===== src/rtl/lbk_pkg.sv =====
package lbk_pkg;
  typedef enum logic [1:0] {
    STEP_HOLD = 2'd0,
    STEP_FILL = 2'd1,
    STEP_LEAK = 2'd2
  } step_e;
endpackage


===== src/rtl/lbk_prescaler.sv =====
module lbk_prescaler #(
  parameter int unsigned TICK_CNT = 25_600_000
) (
  input  logic clk_i,
  input  logic rst_ni,
  output logic tick_o
);
  localparam int unsigned CNT_W = (TICK_CNT > 1) ? $clog2(TICK_CNT) : 1;
  localparam logic [CNT_W-1:0] LAST = CNT_W'(TICK_CNT - 1);

  logic [CNT_W-1:0] cnt_q;

  always_ff @(posedge clk_i or negedge rst_ni) begin
    if (!rst_ni) cnt_q <= '0;
    else if (cnt_q == LAST) cnt_q <= '0;
    else cnt_q <= cnt_q + 1'b1;
  end

  assign tick_o = (cnt_q == LAST);

  if (TICK_CNT > 1) begin : g_gap_chk
    assert_tick_gap_R1: assert property (@(posedge clk_i) disable iff (!rst_ni)
      tick_o |=> !tick_o);
  end
endmodule


===== src/rtl/lbk_interval_judge.sv =====
module lbk_interval_judge
  import lbk_pkg::*;
#(
  parameter int unsigned DECAY_W = 2
) (
  input  logic               clk_i,
  input  logic               rst_ni,
  input  logic               tick_i,
  input  logic               freq_evt_i,
  input  logic               act_evt_i,
  input  logic [DECAY_W-1:0] decay_i,
  output step_e              step_o
);
  localparam int unsigned LEAK_W = 1 << DECAY_W;

  logic              seen_q;
  logic              evt_any;
  logic              hit;
  logic [LEAK_W-1:0] lcnt_q, lcnt_d;
  logic [LEAK_W:0]   period;
  logic [LEAK_W:0]   lcnt_inc;

  assign evt_any  = freq_evt_i | act_evt_i;
  assign hit      = seen_q | evt_any;
  assign period   = (LEAK_W+1)'(1) << decay_i;
  assign lcnt_inc = {1'b0, lcnt_q} + 1'b1;

  always_comb begin
    step_o = STEP_HOLD;
    lcnt_d = lcnt_q;
    if (tick_i) begin
      if (hit) begin
        step_o = STEP_FILL;
        lcnt_d = '0;
      end else if (lcnt_inc >= period) begin
        step_o = STEP_LEAK;
        lcnt_d = '0;
      end else begin
        lcnt_d = lcnt_inc[LEAK_W-1:0];
      end
    end
  end

  always_ff @(posedge clk_i or negedge rst_ni) begin
    if (!rst_ni) begin
      seen_q <= 1'b0;
      lcnt_q <= '0;
    end else begin
      seen_q <= tick_i ? 1'b0 : hit;
      lcnt_q <= lcnt_d;
    end
  end

  // fill restarts leak period
  assert_fill_restart_R4: assert property (@(posedge clk_i) disable iff (!rst_ni)
    (tick_i && evt_any) |=> (lcnt_q == '0));
  assert_step_on_tick_R2: assert property (@(posedge clk_i) disable iff (!rst_ni)
    !tick_i |-> (step_o == STEP_HOLD));
endmodule


===== src/rtl/lbk_accum.sv =====
module lbk_accum
  import lbk_pkg::*;
#(
  parameter int unsigned ACC_W = 8
) (
  input  logic             clk_i,
  input  logic             rst_ni,
  input  step_e            step_i,
  input  logic [ACC_W-1:0] size_i,
  output logic [ACC_W-1:0] level_o
);
  logic [ACC_W-1:0] level_q;

  always_ff @(posedge clk_i or negedge rst_ni) begin
    if (!rst_ni) level_q <= '0;
    else begin
      unique case (step_i)
        STEP_FILL: if (level_q < size_i) level_q <= level_q + 1'b1;
        STEP_LEAK: if (level_q != '0) level_q <= level_q - 1'b1;
        default: ;
      endcase
    end
  end

  assign level_o = level_q;

  assert_fill_step_R2: assert property (@(posedge clk_i) disable iff (!rst_ni)
    (step_i == STEP_FILL && level_q < size_i) |=> (level_q == $past(level_q) + 1'b1));
  assert_hold_step_R2: assert property (@(posedge clk_i) disable iff (!rst_ni)
    (step_i == STEP_HOLD) |=> $stable(level_q));
  assert_no_overflow_R3: assert property (@(posedge clk_i) disable iff (!rst_ni)
    (step_i == STEP_FILL && level_q >= size_i) |=> $stable(level_q));
  assert_no_underflow_R5: assert property (@(posedge clk_i) disable iff (!rst_ni)
    (step_i == STEP_LEAK && level_q == '0) |=> (level_q == '0));
endmodule


===== src/rtl/lbk_alarm.sv =====
module lbk_alarm #(
  parameter int unsigned ACC_W = 8
) (
  input  logic             clk_i,
  input  logic             rst_ni,
  input  logic [ACC_W-1:0] level_i,
  input  logic [ACC_W-1:0] size_i,
  input  logic [ACC_W-1:0] upper_i,
  input  logic [ACC_W-1:0] lower_i,
  output logic             alarm_o,
  output logic             cfg_err_o
);
  logic alarm_q, alarm_d;

  assign cfg_err_o = (size_i < upper_i) || (upper_i <= lower_i);

  always_comb begin
    alarm_d = alarm_q;
    if (!cfg_err_o) begin
      if (level_i >= upper_i) alarm_d = 1'b1;
      else if (level_i <= lower_i) alarm_d = 1'b0;
    end
  end

  always_ff @(posedge clk_i or negedge rst_ni) begin
    if (!rst_ni) alarm_q <= 1'b0;
    else alarm_q <= alarm_d;
  end

  assign alarm_o = alarm_q;

  assert_declare_R6: assert property (@(posedge clk_i) disable iff (!rst_ni)
    (!cfg_err_o && level_i >= upper_i) |=> alarm_o);
  assert_clear_R7: assert property (@(posedge clk_i) disable iff (!rst_ni)
    (!cfg_err_o && level_i <= lower_i) |=> !alarm_o);
  assert_hyst_R7: assert property (@(posedge clk_i) disable iff (!rst_ni)
    (!cfg_err_o && level_i > lower_i && level_i < upper_i) |=> $stable(alarm_o));
  assert_cfg_hold_R8: assert property (@(posedge clk_i) disable iff (!rst_ni)
    cfg_err_o |=> $stable(alarm_o));
endmodule


===== src/rtl/lbk_activity_alarm.sv =====
module lbk_activity_alarm
  import lbk_pkg::*;
#(
  parameter int unsigned ACC_W    = 8,
  parameter int unsigned DECAY_W  = 2,
  parameter int unsigned TICK_CNT = 25_600_000
) (
  input  logic               clk_i,
  input  logic               rst_ni,
  input  logic               freq_evt_i,
  input  logic               act_evt_i,
  input  logic [ACC_W-1:0]   size_i,
  input  logic [ACC_W-1:0]   upper_i,
  input  logic [ACC_W-1:0]   lower_i,
  input  logic [DECAY_W-1:0] decay_i,
  output logic               tick_o,
  output logic [ACC_W-1:0]   level_o,
  output logic               alarm_o,
  output logic               clk_invalid_o,
  output logic               cfg_err_o
);
  logic  tick;
  step_e step;

  lbk_prescaler #(.TICK_CNT(TICK_CNT)) u_presc (
    .clk_i (clk_i),
    .rst_ni(rst_ni),
    .tick_o(tick)
  );

  lbk_interval_judge #(.DECAY_W(DECAY_W)) u_judge (
    .clk_i     (clk_i),
    .rst_ni    (rst_ni),
    .tick_i    (tick),
    .freq_evt_i(freq_evt_i),
    .act_evt_i (act_evt_i),
    .decay_i   (decay_i),
    .step_o    (step)
  );

  lbk_accum #(.ACC_W(ACC_W)) u_accum (
    .clk_i  (clk_i),
    .rst_ni (rst_ni),
    .step_i (step),
    .size_i (size_i),
    .level_o(level_o)
  );

  lbk_alarm #(.ACC_W(ACC_W)) u_alarm (
    .clk_i    (clk_i),
    .rst_ni   (rst_ni),
    .level_i  (level_o),
    .size_i   (size_i),
    .upper_i  (upper_i),
    .lower_i  (lower_i),
    .alarm_o  (alarm_o),
    .cfg_err_o(cfg_err_o)
  );

  assign tick_o        = tick;
  assign clk_invalid_o = alarm_o;
endmodule


===== config.mk =====
export PLATFORM = sky130hd
export DESIGN_NAME = lbk_activity_alarm
export DESIGN_NICKNAME = d
export VERILOG_FILES = /design/src/rtl/lbk_pkg.sv /design/src/rtl/lbk_prescaler.sv /design/src/rtl/lbk_interval_judge.sv /design/src/rtl/lbk_accum.sv /design/src/rtl/lbk_alarm.sv /design/src/rtl/lbk_activity_alarm.sv
export SDC_FILE = /design/constraint.sdc
export NUM_CORES = 1
export LEC_CHECK = 0
export BUFFER_PORTS_ARGS = -buffer_cell sky130_fd_sc_hd__buf_2
export CORE_MARGIN = 2
export CORE_UTILIZATION = 54
export DETAILED_ROUTE_END_ITERATION = 10
export GPL_TIMING_DRIVEN = 0
export PLACE_DENSITY = 0.82
export REMOVE_ABC_BUFFERS = 1
export SKIP_LAST_GASP = 1
export SLEW_MARGIN = 20
export SYNTH_ARGS = -nofsm -noshare
export SYNTH_HDL_FRONTEND = slang
export SYNTH_SLANG_ARGS = --single-unit

===== constraint.sdc =====
create_clock -name clk_i -period 4.3 [get_ports clk_i]
set_input_delay 0 -clock clk_i [delete_from_list [all_inputs] [get_ports clk_i]]
set_output_delay 0 -clock clk_i [all_outputs]
set_load 0.02 [all_outputs]

==> impl_metrics.ini <==
[synthesis]
yosys.area.top_type = dfrtp_1
yosysWarningCount = 0
synth_edf_count = 0
yosys_most_used_dff = dfrtp_1
syn_avg_cell_area_um2 = 9.151
syn_area_um2 = 3065
synthTopCellsByArea = dfrtp_1, ha_1, xor2_1, inv_1, nand2_1
ys_seq_area_frac = 0.3184
synth_top_cell_area_share = 0.3184
synthCells = 335
ys_ff_latch = 39
async_flop_share = 1.000
synth.distinct_cells = 49

[setup_path]
crit_required_ns = 4.50
worstSetupStartpointType = register
r2r_end = u_accum.level_o[6]
crit_path_top_delay_cell = fa_1
reg2reg_slack_ns = 0.53
critPathArrivalTime_ns = 3.96
r2r-start = u_presc.cnt_q[0]
cp-end-kind = register
reg2reg_depth = 15
crit_top_cell = ha_1
crit_chain = ha_1, nand3_1, nor3_4, nand4_4, clkinv_4, and3_1, ha_1, inv_1, fa_1, nor2b_1, o21ai_0, a21boi_0, o21a_1, nor3_1, o31ai_1
critical_path.max_stage_delay_ns = 0.42
path_class = reg -> reg
crit_fanout = 17

[layout]
fill_cells = 449
fin_util = 0.6301
area_delta_synth_final_pct = 13.18
multi_input_area_um2 = 1941
ff_latch_area_um2 = 975.9
final_nets = 465
diodes = 0
drive_above_1_share = 0.1514

[sta]
fin_crit_ns = 3.767
finalMaxSlewViolations = 0
rsz0062_at_grt = no
fin_crit_sh = 0.8761
tns_ns = 0
tightest_slew_ns = 0.8495
slew-limit-headroom = 0.4337
clock.fmax_ghz = 0.2654
finClkSkew_ns = 0.01064
hold_violations = 0
finalSetupViolCount = 0

[run_status]
outcome = finished, final reports clean

[drt]
via_per_inst = 5.541
vias = 2521
drc_errors = 0
firstDrtPassIters = 4
postRouteWirelength_mm = 5.973
ant_nets = 0
wl_per_cell_um = 13.13
drtIter0Drc = 73

[placed_design]
place.gp.congestion = 0.8523
hpwlAfterDp_mm = 4.651
io_buffers = 41

[floorplan]
start_util = 0.5567
rows = 27
die_w_um = 79.35
coreArea_um2 = 5507
die_y_um = 79.35
io_pins = 42
die_area_um2 = 6296

[clock_tree]
numCtsBuffers = 5
clockBufferDepth = 2
post-cts-setup-buffers = 0
holdBufCountCts = 2
htree_levels = 2
clk_latency_ns = 0.30
tritoncts = done
cts-root-buf = clkbuf_8
cts_resized = 0
clock_sinks = 39
clk_pin_slew_worst_paths_ns = 0.08

[power]
p_per_area_nw_per_um2 = 221.6
power.leakage_nw = 1.847
ir_drop_mv = 0.2036

[global_routing]
grt_max_degree = 40
grt_pass1_wl_mm = 10.37
antenna_found_initial = 0
overflow = 0
grtUsageTotal = 0.2048
grt_pass1_vias = 2459

[hold_path]
hold_depth = 3
min_path_type = in -> reg
whs_endpoint = u_judge.seen_q
hold_start = act_evt_i

[job]
cap_violations = 0
[cells by family after synthesis]
group	Yosys count	synth area share
multiplexers	3	0.01061
buffers and inverters	35	0.04857
AND/OR/NAND/NOR	115	0.1976
flip-flops	39	0.3184
AO/OA/AOI/OAI	63	0.1290
XOR/XNOR	27	0.07714
adder cells (fa/ha/maj)	53	0.2188
[synth_stat cells, types with 2 or more instances]
cell type	instances
ha_1	52
dfrtp_1	39
inv_1	31
nand2_1	31
nor2_1	30
a21oi_1	16
o21ai_0	15
nand3_1	14
xor2_1	14
xnor2_1	13
a21o_1	8
nor3_1	8
nand4_1	7
nand2b_1	6
o31ai_1	5
a211oi_1	3
and4_1	3
o211ai_1	3
and3_1	2
mux2_2	2
nor2b_1	2
o2111ai_1	2
o21a_1	2
o21ai_1	2
[layer usage]
layer,global-route usage,vias up,wire length (µm)
met5,0,-,0
met4,0.06552,0,86
met3,0.03750,10,230
met2,0.3559,52,2850
met1,0.2575,1176,2806
li1,-,1283,-
[flip-flops by register name (all words and copies together) (netlist names)]
signal,cells
u_presc.cnt_q,25
u_accum.level_o,8
u_judge.lcnt_q,4
u_alarm.alarm_o,1
u_judge.seen_q,1
[cell type report]
cell class / instances / share of cell area
Clock buffer: 5 / 0.01983
Clock inverter: 3 / 0.01262
Tap cell: 72 / 0.02596
Multi-Input combinational cell: 261 / 0.5593
Sequential cell: 39 / 0.2813
Inverter: 32 / 0.03606
Timing Repair Buffer: 43 / 0.06491
[placed cells by master, fill, tap and decap left out, types with 2 or more instances in the layout]
cell	count
dfrtp_1	39
a211oi_1	3
o31ai_1	5
xor2_1	14
and4_1	3
clkbuf_8	5
and3_1	2
nor2_1	30
xnor2_1	13
nand4_1	7
mux2_2	2
buf_2	41
inv_1	31
dlygate4sd3_1	2
nand2b_1	6
nor2b_1	2
a21o_1	8
nand3_1	14
ha_1	52
nor3_1	8
clkinv_4	2
o21ai_1	2
a21oi_1	16
o21ai_0	15
nand2_1	31
o211ai_1	3
o2111ai_1	2
o21a_1	2
[per-stage QoR]
step	instances	total power, W	cell area (µm²)	hold slack (ns)	worst slack (ns)
floorplan	332	0.0004284	3042	-0.2956	1.028
global placement	445	0.0004633	3337	0.1544	0.6276
detailed placement	445	0.0004683	3337	0.1586	0.5318
CTS	455	0.0007750	3470	0.005505	0.4731
global route	455	0.0008084	3470	0.04210	0.2135
finish	455	0.0007690	3470	0.01050	0.5326
[worst max path at each step]
stage	startpoint	to	slack [ns]	cells past startpoint
3_5_place_dp	u_presc.cnt_q[0]	u_accum.level_o[6]	0.53	15
5_1_grt	u_presc.cnt_q[0]	u_accum.level_o[6]	0.21	15
6_report	u_presc.cnt_q[0]	u_accum.level_o[6]	0.53	15
3_3_place_gp	u_presc.cnt_q[0]	u_accum.level_o[6]	0.63	15
4_1_cts	u_presc.cnt_q[0]	u_accum.level_o[6]	0.47	15
2_1_floorplan	u_judge.lcnt_q[0]	u_accum.level_o[6]	1.03	15
[worst max-delay path: cells and delay by family, from the launching register on]
| kind | cells | cell delay, ns |
|---|---|---|
| buf+inv | 2 | 0.35 |
| fa+ha+maj | 3 | 0.95 |
| simple gates | 6 | 1.16 |
| compound gates | 4 | 0.84 |
| flops | 1 | 0.39 |
[report_power, final]
part / switching (W) / leakage (nW) / internal [W]
clock: 0.000134 / 0.0581 / 0.000173
sequential: 0.00000262 / 0.507 / 0.000368
combinational: 0.0000515 / 1.28 / 0.0000400
total: 0.000189 / 1.85 / 0.000580
Note: power is estimated with default switching activity, not from simulation.
